[src/rtl/cal_pkg.sv]
package cal_pkg;

  localparam int unsigned BCD_W = 8;

  typedef logic [BCD_W-1:0] bcd8_t;

  localparam bcd8_t SEC_LAST  = 8'h59;
  localparam bcd8_t HOUR_LAST = 8'h23;
  localparam bcd8_t YEAR_LAST = 8'h99;
  localparam logic [4:0] MON_LAST = 5'h12;
  localparam logic [2:0] WDAY_LAST = 3'd6;

  function automatic bcd8_t bcd_inc(input bcd8_t v);
    if (v[3:0] == 4'd9) bcd_inc = {v[7:4] + 4'd1, 4'd0};
    else                bcd_inc = {v[7:4], v[3:0] + 4'd1};
  endfunction

  function automatic logic year_is_leap(input bcd8_t y);
    logic [7:0] bin;
    bin = ({4'd0, y[7:4]} * 8'd10) + {4'd0, y[3:0]};
    year_is_leap = (bin[1:0] == 2'b00);
  endfunction

  function automatic bcd8_t month_last_day(input logic [4:0] m, input bcd8_t y);
    case (m)
      5'h02:                      month_last_day = year_is_leap(y) ? 8'h29 : 8'h28;
      5'h04, 5'h06, 5'h09, 5'h11: month_last_day = 8'h30;
      default:                    month_last_day = 8'h31;
    endcase
  endfunction

endpackage

[src/rtl/cal_prescaler.sv]
module cal_prescaler #(
  parameter int unsigned PRESC_DIV = 32768
) (
  input  logic clk,
  input  logic rst,
  input  logic ref_en,
  input  logic stop,
  output logic sec_pulse
);
  localparam int unsigned CNT_W = (PRESC_DIV > 1) ? $clog2(PRESC_DIV) : 1;
  localparam logic [CNT_W-1:0] CNT_LAST = CNT_W'(PRESC_DIV - 1);

  logic [CNT_W-1:0] cnt_q;

  always_ff @(posedge clk) begin
    if (rst || stop) begin
      cnt_q     <= '0;
      sec_pulse <= 1'b0;
    end else begin
      sec_pulse <= 1'b0;
      if (ref_en) begin
        if (cnt_q == CNT_LAST) begin
          cnt_q     <= '0;
          sec_pulse <= 1'b1;
        end else begin
          cnt_q <= cnt_q + 1'b1;
        end
      end
    end
  end

  // stop leaves the divider at zero with no pulse in flight
  assert_stop_clears_R7: assert property (@(posedge clk) disable iff (rst)
    stop |=> (cnt_q == '0) && !sec_pulse);

endmodule

[src/rtl/cal_time_chain.sv]
module cal_time_chain
  import cal_pkg::*;
(
  input  logic  clk,
  input  logic  rst,
  input  logic  adv,
  input  logic  ld,
  input  bcd8_t ld_sec,
  input  bcd8_t ld_min,
  input  bcd8_t ld_hour,
  output bcd8_t sec_q,
  output bcd8_t min_q,
  output bcd8_t hour_q,
  output logic  day_carry
);
  logic sec_wrap, min_wrap, hour_wrap;

  assign sec_wrap  = (sec_q == SEC_LAST);
  assign min_wrap  = (min_q == SEC_LAST);
  assign hour_wrap = (hour_q == HOUR_LAST);
  assign day_carry = adv && !ld && sec_wrap && min_wrap && hour_wrap;

  always_ff @(posedge clk) begin
    if (rst) begin
      sec_q  <= '0;
      min_q  <= '0;
      hour_q <= '0;
    end else if (ld) begin
      sec_q  <= ld_sec;
      min_q  <= ld_min;
      hour_q <= ld_hour;
    end else if (adv) begin
      sec_q <= sec_wrap ? '0 : bcd_inc(sec_q);
      if (sec_wrap) begin
        min_q <= min_wrap ? '0 : bcd_inc(min_q);
        if (min_wrap) hour_q <= hour_wrap ? '0 : bcd_inc(hour_q);
      end
    end
  end

  // hours stay within 00..23 as valid BCD
  assert_hour_range_R1: assert property (@(posedge clk) disable iff (rst || ld)
    !ld |=> (hour_q[3:0] <= 4'd9) && (hour_q <= HOUR_LAST));

endmodule

[src/rtl/cal_date_chain.sv]
module cal_date_chain
  import cal_pkg::*;
(
  input  logic       clk,
  input  logic       rst,
  input  logic       day_adv,
  input  logic       ld,
  input  bcd8_t      ld_day,
  input  logic [2:0] ld_wday,
  input  bcd8_t      ld_month,
  input  bcd8_t      ld_year,
  output bcd8_t      day_q,
  output logic [2:0] wday_q,
  output bcd8_t      month_q,
  output bcd8_t      year_q
);
  logic month_end, year_end, cent_end;

  assign month_end = (day_q == month_last_day(month_q[4:0], year_q));
  assign year_end  = month_end && (month_q[4:0] == MON_LAST);
  assign cent_end  = year_end && (year_q == YEAR_LAST);

  always_ff @(posedge clk) begin
    if (rst) begin
      day_q   <= 8'h01;
      wday_q  <= '0;
      month_q <= 8'h01;
      year_q  <= '0;
    end else if (ld) begin
      day_q   <= ld_day;
      wday_q  <= ld_wday;
      month_q <= ld_month;
      year_q  <= ld_year;
    end else if (day_adv) begin
      wday_q <= (wday_q == WDAY_LAST) ? '0 : wday_q + 3'd1;
      day_q  <= month_end ? 8'h01 : bcd_inc(day_q);
      if (month_end) begin
        month_q[4:0] <= year_end ? 5'h01 : 5'(bcd_inc({3'b000, month_q[4:0]}));
        if (year_end) begin
          year_q <= cent_end ? '0 : bcd_inc(year_q);
          if (cent_end) month_q[7] <= ~month_q[7];
        end
      end
    end
  end

  // weekday never leaves 0..6 once running from a valid value
  assert_wday_range_R6: assert property (@(posedge clk) disable iff (rst)
    (wday_q <= WDAY_LAST) && !ld |=> (wday_q <= WDAY_LAST));

  // the century flag only changes when the year has just become 00
  assert_century_wrap_R5: assert property (@(posedge clk) disable iff (rst)
    (!$stable(month_q[7]) && !$past(ld)) |-> (year_q == 8'h00));

endmodule

[src/rtl/cal_bcd_clock.sv]
module cal_bcd_clock
  import cal_pkg::*;
#(
  parameter int unsigned PRESC_DIV = 32768
) (
  input  logic       clk,
  input  logic       rst,
  input  logic       ref_en,
  input  logic       stop,
  input  logic       freeze,
  input  logic       ld_en,
  input  logic [7:0] ld_sec,
  input  logic [7:0] ld_min,
  input  logic [7:0] ld_hour,
  input  logic [7:0] ld_day,
  input  logic [2:0] ld_wday,
  input  logic [7:0] ld_month,
  input  logic [7:0] ld_year,
  output logic [7:0] sec_o,
  output logic [7:0] min_o,
  output logic [7:0] hour_o,
  output logic [7:0] day_o,
  output logic [2:0] wday_o,
  output logic [7:0] month_o,
  output logic [7:0] year_o
);
  logic sec_pulse, pend_q, adv, day_carry;

  cal_prescaler #(.PRESC_DIV(PRESC_DIV)) u_presc (
    .clk(clk), .rst(rst), .ref_en(ref_en), .stop(stop), .sec_pulse(sec_pulse)
  );

  // a second that ends under freeze is held here until freeze falls
  always_ff @(posedge clk) begin
    if (rst || stop || ld_en) pend_q <= 1'b0;
    else if (freeze)          pend_q <= pend_q || sec_pulse;
    else                      pend_q <= pend_q && sec_pulse;
  end

  assign adv = !freeze && !ld_en && (sec_pulse || pend_q);

  cal_time_chain u_time (
    .clk(clk), .rst(rst), .adv(adv), .ld(ld_en),
    .ld_sec(ld_sec), .ld_min(ld_min), .ld_hour(ld_hour),
    .sec_q(sec_o), .min_q(min_o), .hour_q(hour_o), .day_carry(day_carry)
  );

  cal_date_chain u_date (
    .clk(clk), .rst(rst), .day_adv(day_carry), .ld(ld_en),
    .ld_day(ld_day), .ld_wday(ld_wday), .ld_month(ld_month), .ld_year(ld_year),
    .day_q(day_o), .wday_q(wday_o), .month_q(month_o), .year_q(year_o)
  );

  // nothing moves while frozen
  assert_freeze_hold_R8: assert property (@(posedge clk) disable iff (rst)
    (freeze && !ld_en) |=> $stable(sec_o) && $stable(min_o) && $stable(day_o) && $stable(year_o));

  // a load lands whole in the next cycle
  assert_load_exact_R9: assert property (@(posedge clk) disable iff (rst)
    ld_en |=> (sec_o == $past(ld_sec)) && (hour_o == $past(ld_hour)) && (month_o == $past(ld_month)));

  // a held stop freezes the seconds field
  assert_stop_hold_R7: assert property (@(posedge clk) disable iff (rst)
    (stop && $past(stop) && !ld_en) |=> $stable(sec_o));

endmodule

[config.mk]
export PLATFORM = sky130hd
export DESIGN_NAME = cal_bcd_clock
export DESIGN_NICKNAME = d
export VERILOG_FILES = /design/src/rtl/cal_pkg.sv /design/src/rtl/cal_prescaler.sv /design/src/rtl/cal_time_chain.sv /design/src/rtl/cal_date_chain.sv /design/src/rtl/cal_bcd_clock.sv
export SDC_FILE = /design/constraint.sdc
export NUM_CORES = 1
export LEC_CHECK = 0
export ABC_AREA = 1
export BUFFER_PORTS_ARGS = -buffer_cell sky130_fd_sc_hd__buf_2
export CORE_ASPECT_RATIO = 1.1
export CORE_MARGIN = 8
export CORE_UTILIZATION = 25
export DETAILED_ROUTE_END_ITERATION = 10
export PLACE_DENSITY = 0.47
export SLEW_MARGIN = 5
export SYNTH_ARGS = -nofsm -noshare
export SYNTH_HDL_FRONTEND = slang
export SYNTH_SLANG_ARGS = --single-unit
export TNS_END_PERCENT = 10
[constraint.sdc]
create_clock -name clk -period 1.95 [get_ports clk]
set_clock_uncertainty 0.05 [all_clocks]
set_input_delay 0.0975 -clock clk [delete_from_list [all_inputs] [get_ports clk]]
set_output_delay 0.0975 -clock clk [all_outputs]
set_load 0.02 [all_outputs]
==> impl_metrics.py <==
metrics = {
    "outcome": {
        "outcome": "finished, violations left",
        "violations": "hold timing",
    },
    "placement": {
        "io_buffers": 107,
        "finalWeightedCongestion": 0.789,
        "dp_slack_ns": 0.0475,
        "placed_area_um2": 5240,
        "dpl.hpwl_um": 10100,
    },
    "clocking": {
        "cts_made_buffers": 9,
        "cts_root_buf": "clkbuf_16",
        "insertion_delay_ns": 0.34,
        "cts_sinks": 68,
        "clk_pin_slew_ns": 0.05,
        "cts_buffer_depth": 2,
        "cts_tree": "yes",
        "cts_max_level": 3,
    },
    "layout": {
        "syn2layout_area_growth_pct": 40.4,
        "diodes": 0,
        "seq_area_um2": 1370,
        "finalNetCount": 849,
        "drive_gt1_frac": 0.308,
        "multi_input_area_um2": 2520,
        "stdcell_area_um2": 5820,
        "fillers": 1769,
    },
    "worst_setup_path": {
        "cp_slowest_stage_delay_ns": 0.32,
        "critPathBufInv": 3,
        "crit_path_cell_trace": "inv_2 -> ha_2 -> nand2_2 -> nor2_4 -> nand2_4 -> nand2_8 -> o21ai_4 -> nor2_4 -> buf_12 -> inv_8 -> a21oi_4 -> nand3_1 -> nand2_1 -> nor2_1",
        "crit_path_start": "u_time.sec_q[1]$_SDFFE_PP0P_",
        "cp_top_family": "simple AND/OR/NAND/NOR gates",
        "startpoint_type": "flop",
        "r2r_slack_ns": 0.14,
        "cp.depth": 14,
        "reg2reg_from": "u_time.sec_q[1]$_SDFFE_PP0P_",
        "critPathCaptureType": "flop",
        "required_ns": 2.13,
        "reg2reg_to": "u_date.month_q[4]$_SDFFE_PP0P_",
        "critPathMaxFanout": 8,
        "critPathCapture": "u_date.month_q[4]$_SDFFE_PP0P_",
        "cp_data_arrival_time_ns": 2.00,
        "slowest_stage": "dfxtp_2",
        "path_class": "flop to flop",
        "cpMostUsedCell": "nor2_4",
        "rr_worst_depth": 14,
    },
    "yosys": {
        "synth_top_family_by_area": "simple AND/OR/NAND/NOR gates",
        "synth.area.mux_share": 0,
        "synth_cell_types": 45,
        "avgSynthCellArea_um2": 6.92,
        "netlist.area_leader.share": 0.329,
        "yosysMostFrequentCell": "nand2_1",
        "synth-seq-cells": 68,
        "synth_top_area_cell": "dfxtp_1",
        "synth-xor-area-share": 0.0444,
        "synth_nets": 676,
        "ys_warn_count": 0,
        "synth-simple-area-share": 0.315,
        "synth_compound_area_frac": 0.173,
        "synth_fa_ha_area_frac": 0.0604,
        "postSynth.asyncResetShare": 0,
        "synth_top_flop_cell": "dfxtp_1",
        "synth_area_um2": 4140,
        "syn_inst": 599,
        "ys_top_cells_by_area": "dfxtp_1 33%, nand2_1 10%, a21oi_1 7.1%, nor2_1 6.7%, ha_1 6.0%",
        "synth_edf_count": 0,
        "synth_seq_area_share": 0.329,
        "synth_commonest_cells": "113 x nand2_1, 74 x nor2_1, 68 x dfxtp_1, 59 x a21oi_1, 59 x inv_1",
    },
    "pwr": {
        "p_comb_frac": 0.172,
        "seq_power_share": 0.412,
        "ir_drop_v": 0.000395,
        "total_power_w": 0.00361,
        "p_sw_frac": 0.282,
        "switchingPower_w": 0.00102,
        "p_leak_nw": 2.72,
        "p_int_w": 0.00259,
        "power_frac_clock": 0.416,
        "power.density_nw_per_um2": 621,
    },
    "floorplan": {
        "die_w_um": 139,
        "start_util": 0.254,
        "die_area_um2": 21000,
        "coreArea_um2": 16300,
        "io_pins": 108,
        "rows": 49,
        "die_y_um": 151,
    },
    "worst_hold_path": {
        "hold_path.class": "primary input to flop",
        "whs_path_depth": 3,
    },
    "grt": {
        "grt_overflow": 0,
        "track_usage": 0.129,
        "first_global_vias": 4357,
        "grt_antenna_before_repair": 0,
        "grt_pass1_wl_um": 21700,
        "grt_max_degree": 59,
    },
    "detailed_routing": {
        "drtPass1Iterations": 6,
        "drt_iter0_drc": 208,
        "wire_per_inst_um": 13.7,
        "routed_wl_um": 13500,
        "drtAntennaViolNets": 0,
        "via_per_inst": 4.53,
        "via_count": 4445,
        "drc_errors": 0,
    },
    "sta": {
        "whs_ns": -0.00264,
        "drv_slew": 0,
        "relSlewSlack": 0.737,
        "rsz0062_at_grt": "yes",
        "fmax_mhz": 551,
        "layout_setup_ws_ns": 0.137,
        "tightestPinTransition_ns": 0.392,
        "fin_crit_sh": 0.930,
        "hold_viol_final": 1,
        "post-route-min-period_ns": 1.81,
        "setup_violations": 0,
    },
    "run": {
        "cap_violations": 0,
    },
}
kinds of logic (layout without fill, tap and decap cells):
group | count (synthesis) | after routing
AND/OR/NAND/NOR | 278 | 278
AO/OA/AOI/OAI | 129 | 129
buffers and inverters | 83 | 261
flip-flops | 68 | 68
XOR/XNOR | 21 | 21
adder cells (fa/ha/maj) | 20 | 20
how the worst min path moves through the flow:
stage,start,endpoint,slack (ns)
finish,ld_sec[3],u_time.sec_q[3]$_SDFFE_PP0P_,-0.003
global placement,ld_month[5],u_date.month_q[5]$_SDFFE_PP0P_,0.28
floorplan,ld_month[5],u_date.month_q[5]$_SDFFE_PP0P_,0.18
global route,ld_sec[5],u_time.sec_q[5]$_SDFFE_PP0P_,0.02
CTS,ld_month[1],u_date.month_q[1]$_SDFFE_PP0P_,0.003
detailed placement,ld_month[5],u_date.month_q[5]$_SDFFE_PP0P_,0.29
layer usage:
metal	GRT usage	up-vias	wire length (µm)
met4	0.0483	0	202
met5	0	-	0
met2	0.216	105	6290
met1	0.157	2004	6250
met3	0.0334	14	719
li1	-	2322	-
per-stage QoR:
step                setup TNS, ns  utilization  cells
finish                          0        0.357    981
floorplan                       0            -    599
detailed placement              0        0.321    941
global route              -0.0388        0.357    981
global placement                0        0.321    941
CTS                             0        0.346    971
power groups by stage:
| stage | combinational (W) | clock (W) | sequential (W) |
|---|---|---|---|
| 2_1_floorplan | 0.000252 | 0 | 0.00158 |
| 3_3_place_gp | 0.000587 | 0 | 0.00151 |
| 3_5_place_dp | 0.000583 | 0 | 0.00151 |
| 4_1_cts | 0.000608 | 0.00156 | 0.00148 |
| 5_1_grt | 0.000692 | 0.00160 | 0.00149 |
| 6_report | 0.000622 | 0.00150 | 0.00149 |
cell type report:
class / instances / area share
Clock inverter: 2 / 0.00172
Clock buffer: 14 / 0.0437
Sequential cell: 68 / 0.236
Inverter: 68 / 0.0452
Multi-Input combinational cell: 448 / 0.434
Tap cell: 204 / 0.0439
Timing Repair Buffer: 177 / 0.196
layout by cell type (no fill, tap or decap), types with 9 or more instances in the layout:
master and count:
a21oi_1 58, inv_2 9, clkbuf_16 10, xor2_1 14, nor2_1 71, nor3_1 11, dlygate4sd3_1 14, inv_1 56
nand4_1 9, dfxtp_2 10, dfxtp_1 58, nand3_1 39, buf_2 107, buf_4 53, nand2_1 110, ha_1 17
o21ai_0 45
sequential cells by signal, indices dropped and copies added (netlist names):
signal             cells
u_presc.cnt_q         15
u_date.day_q           8
u_date.month_q         8
u_date.year_q          8
u_time.hour_q          8
u_time.min_q           8
u_time.sec_q           8
u_date.wday_q          3
pend_q                 1
u_presc.sec_pulse      1
worst reg2reg max path: cells and delay by family, from the launching register on:
| kind | cells | cell delay [ns] |
|---|---|---|
| compound gates | 2 | 0.26 |
| fa+ha+maj | 1 | 0.16 |
| buf+inv | 3 | 0.24 |
| simple gates | 8 | 0.67 |
| flops | 1 | 0.32 |
repair_timing:
action,4_1_cts,5_1_grt
resized for setup,0,30
endpoints found under the hold margin,14,0
buffers inserted,0,9
endpoints found under the setup margin,0,19
hold buffers,14,0
Power figures use the tool's default switching activity.
